File: src/rtl/cip_pkg.sv
package cip_pkg;
  localparam int unsigned DW = 32;

  typedef enum logic [1:0] {
    TRG_LVL_HI = 2'd0,
    TRG_LVL_LO = 2'd1,
    TRG_RISE   = 2'd2,
    TRG_FALL   = 2'd3
  } trig_e;

  localparam logic [11:0] OFS_CTRL  = 12'h000;
  localparam logic [11:0] OFS_TRIG0 = 12'h014;
  localparam logic [11:0] OFS_READY = 12'h06C;
  localparam logic [11:0] OFS_SETEN = 12'h0A0;
  localparam logic [11:0] OFS_CLREN = 12'h0A4;
  localparam logic [11:0] OFS_ACK   = 12'h0B4;

  localparam logic [DW-1:0] ID_NONE = '1;
endpackage

File: src/rtl/cip_line_det.sv
module cip_line_det
  import cip_pkg::*;
(
  input  logic  clk,
  input  logic  rst_n,
  input  logic  line_in,
  input  trig_e mode,
  input  logic  ack_hit,
  output logic  pend
);
  logic samp, prev, edge_q, hit;

  always_ff @(posedge clk or negedge rst_n) begin
    if (!rst_n) begin
      samp <= 1'b0;
      prev <= 1'b0;
    end else begin
      samp <= line_in;
      prev <= samp;
    end
  end

  always_comb begin
    unique case (mode)
      TRG_RISE: hit = samp & ~prev;
      TRG_FALL: hit = ~samp & prev;
      default:  hit = 1'b0;
    endcase
  end

  always_ff @(posedge clk or negedge rst_n) begin
    if (!rst_n)          edge_q <= 1'b0;
    else if (!mode[1])   edge_q <= 1'b0;
    else if (hit)        edge_q <= 1'b1;
    else if (ack_hit)    edge_q <= 1'b0;
  end

  assign pend = mode[1] ? edge_q : (samp ^ mode[0]);

  AST_EDGE_HOLDS: assert property (@(posedge clk) disable iff (!rst_n)
    (mode[1] && edge_q && !ack_hit) |=> edge_q);
  AST_EDGE_CAUSE: assert property (@(posedge clk) disable iff (!rst_n)
    $rose(edge_q) |-> $past(hit));
endmodule

File: src/rtl/cip_prio_enc.sv
module cip_prio_enc #(
  parameter int unsigned N  = 64,
  parameter int unsigned IW = $clog2(N)
) (
  input  logic [N-1:0]  req,
  output logic          found,
  output logic [IW-1:0] idx
);
  always_comb begin
    found = 1'b0;
    idx   = '0;
    for (int i = N - 1; i >= 0; i--) begin
      if (req[i]) begin
        found = 1'b1;
        idx   = IW'(i);
      end
    end
  end
endmodule

File: src/rtl/cip_core.sv
module cip_core
  import cip_pkg::*;
#(
  parameter int unsigned NUM_PRIV = 32,
  parameter int unsigned NUM_IDS  = 64,
  parameter int unsigned AW       = 12,
  parameter int unsigned IDW      = $clog2(NUM_IDS)
) (
  input  logic             clk,
  input  logic             rst_n,
  input  logic [NUM_PRIV-1:0] irq_lines,
  input  logic             bus_wr,
  input  logic             bus_rd,
  input  logic [AW-1:0]    bus_addr,
  input  logic [DW-1:0]    bus_wdata,
  output logic [DW-1:0]    bus_rdata,
  input  logic             fwd_valid,
  output logic             fwd_ready,
  input  logic [IDW-1:0]   fwd_id,
  output logic             core_irq
);
  localparam int unsigned NUM_SH     = NUM_IDS - NUM_PRIV;
  localparam int unsigned SHW        = $clog2(NUM_SH);
  localparam int unsigned PER_WORD   = DW / 2;
  localparam int unsigned TRIG_WORDS = (NUM_PRIV * 2 + DW - 1) / DW;

  logic                ctrl_en;
  logic [1:0]          trig [NUM_PRIV];
  logic [NUM_IDS-1:0]  en_q, act_q;
  logic [NUM_SH-1:0]   sh_pend;
  logic [NUM_PRIV-1:0] priv_pend;
  logic [NUM_IDS-1:0]  cand;
  logic                found, pres, claim;
  logic [IDW-1:0]      sel_id;

  // Number written to a by-number register.
  logic           id_ok;
  logic [IDW-1:0] wr_id;
  assign id_ok = (bus_wdata < DW'(NUM_IDS));
  assign wr_id = bus_wdata[IDW-1:0];

  logic wr_ctrl, wr_seten, wr_clren, ack_do;
  assign wr_ctrl  = bus_wr && (bus_addr == AW'(OFS_CTRL));
  assign wr_seten = bus_wr && (bus_addr == AW'(OFS_SETEN)) && id_ok;
  assign wr_clren = bus_wr && (bus_addr == AW'(OFS_CLREN)) && id_ok;
  assign ack_do   = bus_wr && (bus_addr == AW'(OFS_ACK)) && id_ok;

  // Shared forward stream.
  logic           fwd_shared, fwd_take;
  logic [SHW-1:0] fwd_sh;
  assign fwd_shared = (fwd_id >= IDW'(NUM_PRIV));
  assign fwd_sh     = SHW'(fwd_id - IDW'(NUM_PRIV));
  assign fwd_ready  = !fwd_shared || !(sh_pend[fwd_sh] || act_q[fwd_id]);
  assign fwd_take   = fwd_valid && fwd_ready && fwd_shared;

  always_ff @(posedge clk or negedge rst_n) begin
    if (!rst_n) ctrl_en <= 1'b0;
    else if (wr_ctrl) ctrl_en <= bus_wdata[0];
  end

  always_ff @(posedge clk or negedge rst_n) begin
    if (!rst_n) begin
      for (int i = 0; i < NUM_PRIV; i++) trig[i] <= 2'd0;
    end else if (bus_wr) begin
      for (int w = 0; w < TRIG_WORDS; w++) begin
        if (bus_addr == AW'(OFS_TRIG0) + AW'(4 * w)) begin
          for (int j = 0; j < PER_WORD; j++) begin
            if (w * PER_WORD + j < NUM_PRIV)
              trig[w * PER_WORD + j] <= bus_wdata[2*j +: 2];
          end
        end
      end
    end
  end

  always_ff @(posedge clk or negedge rst_n) begin
    if (!rst_n) begin
      en_q <= '0;
    end else begin
      if (wr_seten) en_q[wr_id] <= 1'b1;
      if (wr_clren) en_q[wr_id] <= 1'b0;
    end
  end

  always_ff @(posedge clk or negedge rst_n) begin
    if (!rst_n) begin
      act_q <= '0;
    end else begin
      if (claim)  act_q[sel_id] <= 1'b1;
      if (ack_do) act_q[wr_id]  <= 1'b0;
    end
  end

  always_ff @(posedge clk or negedge rst_n) begin
    if (!rst_n) begin
      sh_pend <= '0;
    end else begin
      if (ack_do && wr_id >= IDW'(NUM_PRIV))
        sh_pend[SHW'(wr_id - IDW'(NUM_PRIV))] <= 1'b0;
      if (fwd_take)
        sh_pend[fwd_sh] <= 1'b1;
    end
  end

  for (genvar g = 0; g < NUM_PRIV; g++) begin : g_line
    cip_line_det u_det (
      .clk     (clk),
      .rst_n   (rst_n),
      .line_in (irq_lines[g]),
      .mode    (trig_e'(trig[g])),
      .ack_hit (ack_do && (wr_id == IDW'(g))),
      .pend    (priv_pend[g])
    );
  end

  assign cand = {sh_pend, priv_pend} & en_q & ~act_q;

  cip_prio_enc #(.N(NUM_IDS), .IW(IDW)) u_prio (
    .req   (cand),
    .found (found),
    .idx   (sel_id)
  );

  assign pres     = found && ctrl_en;
  assign core_irq = pres;
  assign claim    = bus_rd && (bus_addr == AW'(OFS_READY)) && pres;

  always_comb begin
    bus_rdata = '0;
    if (bus_addr == AW'(OFS_CTRL)) bus_rdata = {{(DW-1){1'b0}}, ctrl_en};
    if (bus_addr == AW'(OFS_READY)) bus_rdata = pres ? DW'(sel_id) : ID_NONE;
    for (int w = 0; w < TRIG_WORDS; w++) begin
      if (bus_addr == AW'(OFS_TRIG0) + AW'(4 * w)) begin
        for (int j = 0; j < PER_WORD; j++) begin
          if (w * PER_WORD + j < NUM_PRIV)
            bus_rdata[2*j +: 2] = trig[w * PER_WORD + j];
        end
      end
    end
  end

  AST_CLAIM_MARKS: assert property (@(posedge clk) disable iff (!rst_n)
    (claim && !(ack_do && wr_id == sel_id)) |=> act_q[$past(sel_id)]);
  AST_ACK_RELEASES: assert property (@(posedge clk) disable iff (!rst_n)
    (ack_do && !claim) |=> !act_q[$past(wr_id)]);
  AST_FWD_LATCH: assert property (@(posedge clk) disable iff (!rst_n)
    fwd_take |=> sh_pend[$past(fwd_sh)]);
  AST_LOWEST_WINS: assert property (@(posedge clk) disable iff (!rst_n)
    found |-> (cand[sel_id] && ((cand & ((NUM_IDS'(1) << sel_id) - NUM_IDS'(1))) == '0)));
  AST_IDLE_READS_NONE: assert property (@(posedge clk) disable iff (!rst_n)
    (!core_irq && bus_addr == AW'(OFS_READY)) |-> (bus_rdata == ID_NONE));
  AST_OFF_NO_CLAIM: assert property (@(posedge clk) disable iff (!rst_n)
    (!ctrl_en) |=> ($past(act_q) == act_q) || $past(ack_do));
endmodule

File: config.mk
export PLATFORM = sky130hd
export DESIGN_NAME = cip_core
export DESIGN_NICKNAME = d
export VERILOG_FILES = /design/src/rtl/cip_pkg.sv /design/src/rtl/cip_line_det.sv /design/src/rtl/cip_prio_enc.sv /design/src/rtl/cip_core.sv
export SDC_FILE = /design/constraint.sdc
export NUM_CORES = 1
export LEC_CHECK = 0
export ABC_AREA = 1
export BUFFER_PORTS_ARGS = -buffer_cell sky130_fd_sc_hd__clkbuf_2
export CAP_MARGIN = 20
export CORE_UTILIZATION = 27
export DETAILED_ROUTE_END_ITERATION = 7
export HOLD_SLACK_MARGIN = 0.08
export REMOVE_ABC_BUFFERS = 1
export SYNTH_ARGS = -nofsm -noshare
export SYNTH_HDL_FRONTEND = slang
export SYNTH_HIERARCHICAL = 1
export SYNTH_SLANG_ARGS = --single-unit
File: constraint.sdc
create_clock -name clk -period 6.35 [get_ports clk]
set_clock_uncertainty 0.15 [all_clocks]
set_input_delay 0.9525 -clock clk [delete_from_list [all_inputs] [get_ports clk]]
set_output_delay 0.9525 -clock clk [all_outputs]
set_load 0.01 [all_outputs]
==> results.yml <==
run_status:
  status: "completed"
setup_path:
  cp_max_fo: 4
  slowest_stage: "dfrtp_1"
  crit_family: "simple AND/OR/NAND/NOR gates"
  crit_required_ns: 5.25
  cp_slowest_stage_delay_ns: 0.43
  crit_type: "reg2out"
  critical_path_arrival_ns: 4.98
  end_kind: "primary output"
  cpMostUsedCell: "nand2_1"
  cp_num_buf_inv: 1
  critPathLaunchType: "flop"
sta:
  min_period_ns: 6.09
  drv_slew: 0
  setup_viol: 0
  period_share_pct: 95.8
  fin_ws_ns: 0.264
  worst_pin_slew_ns: 1.16
  max_slew_margin_pct: 22.4
  finalHoldWorstSlack_ns: 0.225
  grt_setup_unrepaired: "yes"
  hold_violations: 0
  fmax_mhz: 164
clock_tree:
  ctsRootBufferMaster: "clkbuf_16"
  cts_tree: "built"
  numCtsBuffers: 41
  path_clk_slew_ns: 0.06
  htreeDepth: 2
  clockBufferDepth: 3
  clock_latency_ns: 0.58
  clock_sinks: 321
  hold_buffers: 0
place:
  dp.cells: 3720
  portBuffers: 120
  place_ws_ns: 0.640
  gp_congestion: 0.928
  dp_hpwl_um: 39600
floorplanning:
  die_h_um: 264
  die_x_um: 264
  core_mm2: 0.0674
  rows: 95
  io_pins: 121
  design.die.area_mm2: 0.0694
  start_util_pct: 27.4
route:
  viasPerCell: 4.48
  avgRoutedWirePerCell_um: 15.1
  detail_route.first_pass.iterations: 6
  drt_iter0_drc: 1521
  drcViolationCount: 0
  vias: 17000
  postRouteAntennaNets: 0
  wirelength_um: 57300
grt:
  grt_first_pass_wirelength_um: 90100
  grt_max_degree: 97
  grt_usage_pct: 16.5
  overflow: 0
  grt_pass1_vias: 15900
  antenna_found_initial: 4
synth:
  yosys_register_bits: 321
  synth_edf_count: 0
  syn_area_per_cell_um2: 6.68
  synth_top_cell_area_share_pct: 43.5
  yosys_most_used_dff: "dfrtp_1"
  synth_area_leaders: "dfrtp_1, nand2_1, inv_1"
  async_flop_share_pct: 100
  yosys_warnings: 6
  yosys.cell_count.top_type: "nand2_1"
  yosys-top-cells-count: "nand2_1, inv_1, dfrtp_1"
  ys_types: 37
  postSynthCellCount: 2764
  yosysTopAreaCell: "dfrtp_1"
  synth_area_mm2: 0.0185
  synth.yosys.seq_area_share_pct: 43.5
final_layout:
  fin_cells: 3799
  fill_cells: 7313
  diodes: 0
  nets: 2981
  areaGrowthSynthToFinish_pct: 17.5
  drive_gt1_share_pct: 11.2
power:
  swShare_pct: 24.8
  pwr-share-clk_pct: 50.7
  power.internal_mw: 3.72
  power_frac_comb_pct: 6.3
  power_leakage_nw: 11.2
  ir_drop_v: 0.000184
  p_per_area_mw_per_mm2: 228
  switchingPower_mw: 1.22
  pwr-share-seq_pct: 43.0
worst_hold_path:
  min_path_type: "in2async"
flow_run:
  cap_violations: 0
-- per-layer routing --
metal / wire length [um] / track usage (%) / vias up
met5: 28 / 0 / -
met3: 4560 / 3.73 / 91
met1: 26400 / 22.8 / 7801
met4: 1190 / 4.05 / 6
li1: - / - / 8619
met2: 25200 / 26.1 / 510
-- state kept, by name (all words and copies together), names as in the netlist --
| signal | flops |
|---|---|
| sh_pend | 32 |
| g_line.u_det/samp | 32 |
| g_line.u_det/prev | 32 |
| act_q | 64 |
| g_line.u_det/edge_q | 32 |
| en_q | 64 |
| trig | 64 |
| ctrl_en | 1 |
-- final cells by class --
type	instances	area, um2	share of cell area (%)
Timing Repair Buffer	157	921	4.24
Sequential cell	321	8030	37.0
Clock buffer	57	1210	5.57
Multi-Input combinational cell	1739	7810	36.0
Inverter	634	2380	11.0
Clock inverter	18	251	1.16
Tap cell	873	1090	5.03
-- power groups by stage --
stage          logic (mW)  clock network (mW)  registers [mW]
2_1_floorplan       0.154                   0            2.15
3_3_place_gp        0.310                   0            2.16
3_5_place_dp        0.311                   0            2.16
4_1_cts             0.311                2.57            2.12
5_1_grt             0.355                2.64            2.13
6_report            0.313                2.50            2.13
-- final timing paths --
| check | startpoint | endpoint | slack (ns) | depth (start not counted) |
|---|---|---|---|---|
| max | act_q[63] | bus_rdata[0] | 0.26 | 64 |
| min | rst_n | trig[27] | 0.22 | 1 |
| max reg2reg | act_q[63] | act_q[45] | 0.88 | 69 |
| min reg2reg | g_line[30].u_det/samp | g_line[30].u_det/prev | 0.27 | 0 |
| max in group asynchronous | rst_n | sh_pend[12] | 4.36 | 2 |
| min in group clk | g_line[30].u_det/samp | g_line[30].u_det/prev | 0.27 | 0 |
-- per-stage QoR --
step                setup TNS [ns]  total power [mW]  area, um2  util [%]
finish                           0              4.94      21700      32.2
global route                -0.401              5.13      21700      32.2
CTS                              0              5.00      21600      32.0
detailed placement               0              2.47      20100      29.9
global placement                 0              2.47      20100      29.9
floorplan                        0              2.31      18100         -
-- cell families (layout without fill, tap and decap cells) --
group | count (synthesis) | count (layout) | share of synthesized area (%)
flops | 321 | 321 | 43.5
simple gates | 1332 | 1332 | 28.8
buf+inv | 704 | 866 | 14.7
compound gates | 407 | 407 | 13.0
-- what timing repair did --
| item | 4_1_cts | 5_1_grt |
|---|---|---|
| endpoints found under the setup margin | 0 | 13 |
| setup buffers | 0 | 1 |
| resized for setup | 0 | 14 |
-- placed cells by master (no fill, tap or decap), types with 3 or more instances in the layout --
| master | instances |
|---|---|
| o21ai_0 | 256 |
| nand2_1 | 882 |
| inv_2 | 42 |
| nor2_1 | 273 |
| nor4_1 | 6 |
| a211oi_1 | 3 |
| nand4_1 | 36 |
| nor2_2 | 3 |
| buf_4 | 33 |
| dfrtp_1 | 321 |
| clkbuf_1 | 5 |
| nand3_1 | 47 |
| nor3_1 | 63 |
| clkbuf_16 | 42 |
| bufinv_16 | 5 |
| nor3_2 | 7 |
| a21oi_1 | 5 |
| clkinv_2 | 8 |
| o211ai_2 | 32 |
| clkbuf_2 | 118 |
| a31oi_1 | 6 |
| nand2_2 | 3 |
| o21ai_1 | 64 |
| nor3_4 | 3 |
| clkbuf_8 | 10 |
| inv_1 | 591 |
| o21bai_1 | 36 |
(Power assumes the default switching activity.)
